===== config.mk =====
export PLATFORM = sky130hd
export DESIGN_NAME = xfer_addr_unit
export DESIGN_NICKNAME = d
export VERILOG_FILES = /design/src/rtl/xfer_pkg.sv /design/src/rtl/xfer_seq_fsm.sv /design/src/rtl/xfer_hold_regs.sv /design/src/rtl/xfer_addsub.sv /design/src/rtl/xfer_addr_unit.sv
export SDC_FILE = /design/constraint.sdc
export NUM_CORES = 1
export LEC_CHECK = 0
export ABC_AREA = 1
export BUFFER_PORTS_ARGS = -buffer_cell sky130_fd_sc_hd__buf_4
export CORE_MARGIN = 2
export CORE_UTILIZATION = 60
export CTS_CLUSTER_SIZE = 14
export DETAILED_ROUTE_END_ITERATION = 10
export GPL_ROUTABILITY_DRIVEN = 1
export PLACE_DENSITY = 0.84
export SLEW_MARGIN = 20
export SYNTH_ARGS = -nofsm -noshare
export SYNTH_HDL_FRONTEND = slang
export SYNTH_HIERARCHICAL = 1
export SYNTH_SLANG_ARGS = --single-unit

===== constraint.sdc =====
create_clock -name clk -period 8.4 [get_ports clk]
set_clock_uncertainty 0.1 [all_clocks]
set_input_delay 0.84 -clock clk [delete_from_list [all_inputs] [get_ports clk]]
set_output_delay 0.84 -clock clk [all_outputs]
set_load 0.05 [all_outputs]

===== src/rtl/xfer_pkg.sv =====
package xfer_pkg;
    typedef enum logic [1:0] {
        XS_IDLE = 2'd0,
        XS_ADDR = 2'd1,
        XS_XFER = 2'd2
    } xfer_state_t;
endpackage


===== src/rtl/xfer_seq_fsm.sv =====
module xfer_seq_fsm
    import xfer_pkg::*;
(
    input  logic clk,
    input  logic rst_n,
    input  logic start_i,
    output logic capture_o,
    output logic addr_load_o,
    output logic xfer_o,
    output logic busy_o
);
    xfer_state_t state_q, state_d;

    always_ff @(posedge clk or negedge rst_n) begin
        if (!rst_n) state_q <= XS_IDLE;
        else        state_q <= state_d;
    end

    always_comb begin
        state_d = state_q;
        unique case (state_q)
            XS_IDLE: if (start_i) state_d = XS_ADDR;
            XS_ADDR: state_d = XS_XFER;
            XS_XFER: state_d = XS_IDLE;
            default: state_d = XS_IDLE;
        endcase
    end

    always_comb begin
        capture_o   = 1'b0;
        addr_load_o = 1'b0;
        xfer_o      = 1'b0;
        busy_o      = 1'b0;
        unique case (state_q)
            XS_IDLE: capture_o = start_i;
            XS_ADDR: begin
                addr_load_o = 1'b1;
                busy_o      = 1'b1;
            end
            XS_XFER: begin
                xfer_o = 1'b1;
                busy_o = 1'b1;
            end
            default: ;
        endcase
    end

    // an address cycle is always followed by the transfer cycle
    assert_addr_then_xfer_R2: assert property (@(posedge clk) disable iff (!rst_n)
        addr_load_o |=> xfer_o);
    // transfer strobe lasts one cycle only
    assert_xfer_single_R3: assert property (@(posedge clk) disable iff (!rst_n)
        xfer_o |=> !xfer_o && !busy_o);
    // a start while busy does not begin a capture
    assert_no_capture_busy_R8: assert property (@(posedge clk) disable iff (!rst_n)
        busy_o |-> !capture_o);
endmodule


===== src/rtl/xfer_hold_regs.sv =====
module xfer_hold_regs #(
    parameter int W     = 32,
    parameter int IMM_W = 12
) (
    input  logic             clk,
    input  logic             rst_n,
    input  logic             capture_i,
    input  logic [W-1:0]     base_i,
    input  logic [W-1:0]     off_reg_i,
    input  logic [IMM_W-1:0] off_imm_i,
    input  logic             use_imm_i,
    input  logic             add_dir_i,
    input  logic             pre_idx_i,
    input  logic             wb_req_i,
    output logic [W-1:0]     base_q,
    output logic [W-1:0]     off_q,
    output logic             add_q,
    output logic             pre_q,
    output logic             wb_q
);
    localparam int IMM_PAD = W - IMM_W;

    logic [W-1:0] imm_ext;
    logic [W-1:0] off_sel;

    generate
        if (IMM_PAD > 0) begin : g_pad
            assign imm_ext = {{IMM_PAD{1'b0}}, off_imm_i};
        end else begin : g_nopad
            assign imm_ext = off_imm_i[W-1:0];
        end
    endgenerate

    assign off_sel = use_imm_i ? imm_ext : off_reg_i;

    always_ff @(posedge clk or negedge rst_n) begin
        if (!rst_n) begin
            base_q <= '0;
            off_q  <= '0;
            add_q  <= 1'b0;
            pre_q  <= 1'b0;
            wb_q   <= 1'b0;
        end else if (capture_i) begin
            base_q <= base_i;
            off_q  <= off_sel;
            add_q  <= add_dir_i;
            pre_q  <= pre_idx_i;
            wb_q   <= wb_req_i;
        end
    end
endmodule


===== src/rtl/xfer_addsub.sv =====
module xfer_addsub #(
    parameter int W = 32
) (
    input  logic [W-1:0] a_i,
    input  logic [W-1:0] b_i,
    input  logic         add_i,
    output logic [W-1:0] sum_o
);
    always_comb begin
        if (add_i) sum_o = a_i + b_i;
        else       sum_o = a_i - b_i;
    end
endmodule


===== src/rtl/xfer_addr_unit.sv =====
module xfer_addr_unit #(
    parameter int W     = 32,
    parameter int IMM_W = 12
) (
    input  logic             clk,
    input  logic             rst_n,
    input  logic             start_i,
    input  logic [W-1:0]     base_i,
    input  logic [W-1:0]     off_reg_i,
    input  logic [IMM_W-1:0] off_imm_i,
    input  logic             use_imm_i,
    input  logic             add_dir_i,
    input  logic             pre_idx_i,
    input  logic             wb_req_i,
    output logic             busy_o,
    output logic             xfer_o,
    output logic [W-1:0]     mem_addr_o,
    output logic [W-1:0]     wb_val_o,
    output logic             wb_en_o
);
    logic         capture, addr_load;
    logic [W-1:0] base_q, off_q, sum;
    logic         add_q, pre_q, wb_q;
    logic [W-1:0] mem_addr_q;

    xfer_seq_fsm u_fsm (
        .clk         (clk),
        .rst_n       (rst_n),
        .start_i     (start_i),
        .capture_o   (capture),
        .addr_load_o (addr_load),
        .xfer_o      (xfer_o),
        .busy_o      (busy_o)
    );

    xfer_hold_regs #(.W(W), .IMM_W(IMM_W)) u_hold (
        .clk       (clk),
        .rst_n     (rst_n),
        .capture_i (capture),
        .base_i    (base_i),
        .off_reg_i (off_reg_i),
        .off_imm_i (off_imm_i),
        .use_imm_i (use_imm_i),
        .add_dir_i (add_dir_i),
        .pre_idx_i (pre_idx_i),
        .wb_req_i  (wb_req_i),
        .base_q    (base_q),
        .off_q     (off_q),
        .add_q     (add_q),
        .pre_q     (pre_q),
        .wb_q      (wb_q)
    );

    // one adder serves both the address cycle and the base-update cycle
    xfer_addsub #(.W(W)) u_add (
        .a_i   (base_q),
        .b_i   (off_q),
        .add_i (add_q),
        .sum_o (sum)
    );

    always_ff @(posedge clk or negedge rst_n) begin
        if (!rst_n)         mem_addr_q <= '0;
        else if (addr_load) mem_addr_q <= pre_q ? sum : base_q;
    end

    assign mem_addr_o = mem_addr_q;
    assign wb_val_o   = xfer_o ? sum : '0;
    assign wb_en_o    = xfer_o & (wb_q | ~pre_q);

    // write enable only inside the transfer cycle
    assert_wb_in_xfer_R7: assert property (@(posedge clk) disable iff (!rst_n)
        wb_en_o |-> xfer_o);
    // pre-indexed issue address equals the updated base
    assert_pre_match_R6: assert property (@(posedge clk) disable iff (!rst_n)
        (xfer_o && pre_q) |-> (mem_addr_o == wb_val_o));
    // post-indexed issue address is the held base
    assert_post_base_R6: assert property (@(posedge clk) disable iff (!rst_n)
        (xfer_o && !pre_q) |-> (mem_addr_o == base_q));
    // address register is not reloaded after the transfer cycle
    assert_addr_hold_R10: assert property (@(posedge clk) disable iff (!rst_n)
        xfer_o |=> $stable(mem_addr_o));
endmodule


### After elaboration in Yosys (flattened, before gate mapping)

Index checks and enable logic that the tools add are counted.

* RAM bits: 0
* bits of input ports: 83
* logic and storage cells: 27
* register bits: 101
* latch bits: 0
* output and inout port bits: 67
* ROM bits: 0
* memories kept: 0

* add/subtract/negate cells: 2
* multiplexer cells: 10
* shift-type cells: 0
* bitwise operators: 3
* multiply operators: 0
* divide/modulo/power cells: 0
* equality and inequality tests: 3
* reduce and logical (&&, ||, !) cells: 2
* magnitude comparators: 0

Operator list (count)
* $mux W32: 4
* $add A32 B32 Y32: 1
* $sub A32 B32 Y32: 1
* $mux W1: 4
* $pmux W2 S2: 1
* $eq A2 B1 Y1 const B: 1
* $eq A2 B2 Y1 const B: 1
* $logic_not A2 Y1: 1
* $mux W2: 1
* $ne A2 B2 Y1 const B: 1
* $reduce_or A2 Y1: 1
* $and A1 B1 Y1: 1
* $not A1 Y1: 1
* $or A1 B1 Y1: 1

### Longest topological paths before layout

* depth after elaboration: 3
* mapped depth: 24
* depth with buffers taken out: 24

### Modules after synthesis

The synthesis kept the hierarchy.

By module, submodules not included
* xfer_addsub: instances 1, cells each 679, sequential area each 0.0 um2, area each 3385.7 um2
* xfer_hold_regs: instances 1, cells each 337, sequential area each 1676.6 um2, area each 2790.2 um2
* xfer_addr_unit: instances 1, cells each 341, sequential area each 800.8 um2, area each 2127.0 um2
* xfer_seq_fsm: instances 1, cells each 18, sequential area each 50.0 um2, area each 150.1 um2

### Worst setup path after synthesis

Ideal clock, no wire load.

* path type: reg2out
* start point: register u_hold.off_q[0]
* end point: output wb_val_o[28]
* path slack: 4.838 ns
* required time: 7.460 ns
* arrival time: 2.622 ns
* path buffers: 0
* stages on the path, launching flop included: 18
* cells stage by stage: dfrtp_1 inv_1 ha_1 nand2_2 nor2_4 nand4_1 nand2_2 xor2_1 ha_1 nand2_1 inv_1 a21oi_1 nand2_1 a21oi_1 nand3_1 nand2_1 nand2_1 inv_1

* longest elaborated chain between the ends: 3
* elaborated cells on any way between the ends: 4
* those cells by class: 2 x add/sub; 2 x mux

RTL lines
* start: declaration: line xfer_hold_regs.sv:16 `output logic [W-1:0] off_q,`
* start signal: assignment: line xfer_hold_regs.sv:45 `off_q <= off_sel;`
* $sub A32 B32 Y32 / $add A32 B32 Y32 (equally long branches): line xfer_addsub.sv:11, xfer_addsub.sv:10
* $mux W32 *: line xfer_addsub.sv:10 `if (add_i) sum_o = a_i + b_i;`
* named net sum[28]: line xfer_addr_unit.sv:22 `logic [W-1:0] base_q, off_q, sum;`
* $mux W32 *: line xfer_addr_unit.sv:68 `assign wb_val_o = xfer_o ? sum : '0;`
* end: declaration: line xfer_addr_unit.sv:18 `output logic [W-1:0] wb_val_o,`

The timed path passes the listed nets; every way through them passes the cells marked *.

### Final worst setup path

* start point: register u_hold.off_q[0]
* end point: output wb_val_o[29]

Same word-level chain as after synthesis.

==> metrics.md <==
| Metric | Value |
|---|---|
| Worst EP required | `7460 ps` |
| Via Count | `8488` |
| WP depth | `18` |
| Via density | `5.037` |
| Netlist cell types | `37` |
| Hold Buf Count CTS | `0` |
| CP max stage cell | `dfrtp_1` |
| Setup crit end | `wb_val_o[29]` |
| Postcts setup bufs | `0` |
| EDFF count, synth | `0` |
| GR Overflow Total | `0` |
| Syn avg cell area | `6.148 sq um` |
| 1st-pass router iterations | `5` |
| Max-slew violations | `0` |
| Worst-margin pin slew | `1037 ps` |
| CP max stage delay | `420 ps` |
| Post-Synth Simple-Gate Area | `41.37%` |
| Tmin final | `4400 ps` |
| H-Tree Level Count | `3` |
| GRT Util Overall | `31.99%` |
| Reg-to-Reg End | `mem_addr_o[31]` |
| Syn Nets | `1502` |
| FF+latch count, synth | `101` |
| Insertion delay to the later sink of the worst-skew pair | `360 ps` |
| CP Class | `flop to output pin` |
| DR WL/cell | `13.53 um` |
| R2r setup slk | `5100 ps` |
| CORE AREA | `13830 sq um` |
| Post-route ant nets | `0` |
| Placer's final routability congestion estimate | `0.9787` |
| Total CTS buffers | `9` |
| Setup violators final | `0` |
| # rows | `43` |
| Post-synthesis mux area share | `0%` |
| Worst-path cell chain | `inv_1 -> ha_1 -> nand2_2 -> nor2_4 -> nand3_2 -> o21ai_2 -> xnor2_1 -> ha_1 -> nand2_1 -> inv_1 -> a21oi_1 -> nand2_1 -> a21oi_1 -> nand3_1 -> nand2_1 -> nand2_1 -> inv_1 -> buf_4` |
| Max Cap Viol | `0` |
| Asr flop ratio synth | `100.0%` |
| Worst R2R Path Depth | `21` |
| # resized after CTS | `0` |
| Die width | `122.7 um` |
| Dpl hpwl | `18.04 mm` |
| Rel. slew slack | `30.79%` |
| # IOs | `150` |
| Setup TNS | `0 ps` |
| Largest family of logic cells by synthesized area | `simple AND/OR/NAND/NOR gates` |
| Port-buffer cells | `149` |
| Worst setup path startpoint | `u_hold/off_q[0]` |
| Final core occ | `71.23%` |
| P&R area growth vs syn | `16.52%` |
| Critical path fanouts, max | `5` |
| FMAX | `0.2273 GHz` |
| Nets | `1627` |
| DRC viols | `0` |
| Worst endpoint data arrival time | `3460 ps` |
| TritonCTS clock tree | `done` |
| Delay-heaviest family, CP | `simple AND/OR/NAND/NOR gates` |
| Mapped Cells | `1375` |
| Worst r2r src | `u_hold/off_q[0]` |
| Adder-Cell Fraction of Synth Area | `6.602%` |
| Status | `finished clean` |
| Final Cycle Share | `52.38%` |
| Xor and xnor area share after synthesis | `4.248%` |
| Setup crit end kind | `output pin` |
| N_diodes | `0` |
| Die Y-Extent | `122.7 um` |
| First-pass GRT wire length | `37.36 mm` |
| Netlist Area Pre-Place | `8453 sq um` |
| Initial Util | `61.13%` |
| Number of global-route vias before repair | `7656` |
| Final hold viol count | `0` |
| Tightest Hold Check Type | `primary input to asynchronous set/reset pin` |
| YS warnings | `6` |
| Most common cell after layout, fill and taps aside | `nand2_1` |
| Most frequent cells in the layout | `nand2_1, inv_1, buf_4` |
| CTS clk-pin slew, worst paths | `70 ps` |
| Hold_ws | `375.9 ps` |
| Seq/Total Area, Yosys | `29.90%` |
| WL final | `22.79 mm` |
| Largest net degree at the start of global routing | `68` |
| Crit path top cell by count | `nand2_1` |
| Unrepaired setup endpoints after global routing | `no` |
| DIE AREA | `15050 sq um` |
| Layout cell share with drive strength beyond 1 | `15.08%` |
| Compound-Gate Fraction of Synth Area | `2.931%` |
| Clock sink count | `101` |
| Buf/Inv on CP | `4` |
| Top FF cell, synth | `dfrtp_1` |
| Starting DRT DRC Count | `695` |
| Startpoint class of the critical path | `flop` |
| Number of antenna violations at the first check in global routing | `0` |
| Clock buffer depth | `2` |
| Clock root buffer | `clkbuf_16` |
| FILL cells | `1253` |
[registers in the layout (all words and copies together) (netlist names)]
| register | cells |
|---|---|
| u_fsm/state_q | 2 |
| u_hold/off_q | 32 |
| u_hold/wb_q | 1 |
| u_hold/add_q | 1 |
| u_hold/pre_q | 1 |
| u_hold/base_q | 32 |
| mem_addr_o | 32 |
[routing by layer]
metal | vias to the layer above | global-route usage (%) | share of wire, %
met2 | 335 | 48.41 | 43
met1 | 3778 | 45.31 | 45
met5 | - | 0 | 0
met4 | 0 | 13.51 | 3.7
met3 | 51 | 5.204 | 7.9
li1 | 4324 | - | -
[final cells by class]
| type | count | area (sq um) | area share [%] |
|---|---|---|---|
| multi-input cells | 974 | 4662 | 47.33 |
| flip-flops and latches | 101 | 2527 | 25.66 |
| repair buffers | 154 | 1156 | 11.74 |
| inverters | 260 | 980.9 | 9.959 |
| clock buffers | 10 | 229.0 | 2.325 |
| well taps | 180 | 225.2 | 2.287 |
| clock inverters | 6 | 68.82 | 0.6987 |
[worst min path at each step]
stage,endpoint,slack (ps),cells after the start
after global routing,mem_addr_o[13],400,2
after floorplan,u_hold/wb_q,340,2
final,u_hold/off_q[4],380,1
after detailed placement,u_hold/wb_q,360,2
after CTS,u_hold/wb_q,380,2
after global placement,u_hold/wb_q,360,2
[kinds of logic after synthesis]
family	Yosys count
AOI/OAI and AO/OA	43
xor gates and xnor gates	41
adders and majority gates	44
buffers and inverters	300
DFF	101
and+or+nand+nor	846
[metrics by stage]
step / instances / worst slack, ps / cell area (sq um)
2_1_floorplan: 1375 / 4838 / 8453
3_3_place_gp: 1669 / 4422 / 9552
3_5_place_dp: 1669 / 4427 / 9552
4_1_cts: 1685 / 4020 / 9849
5_1_grt: 1685 / 3722 / 9849
6_report: 1685 / 4000 / 9849
[synthesized netlist by cell type (2+ instances only)]
cell type	n	share of area [%]
buf_2	22	1.3
o21ai_2	2	0.21
buf_8	2	0.36
nor2_2	6	0.44
nand2_1	610	27
inv_2	3	0.13
nand3_2	7	0.83
a21oi_1	22	1.3
o21bai_1	2	0.18
o31ai_1	2	0.18
a21oi_2	2	0.21
o21ai_0	9	0.53
xnor2_1	8	0.83
nand3_1	103	6.1
buf_4	8	0.71
nand2_2	31	2.3
ha_1	43	6.4
nor2_1	72	3.2
xor2_1	33	3.4
buf_6	7	0.93
nand4_1	4	0.30
o21a_1	2	0.18
inv_1	256	11
dfrtp_1	101	30
nor2_4	2	0.27
nor3_1	5	0.30
Power is left out: the tool's default activity adds up to more than one toggle a clock period on the data nets, which glitch-free logic cannot reach.
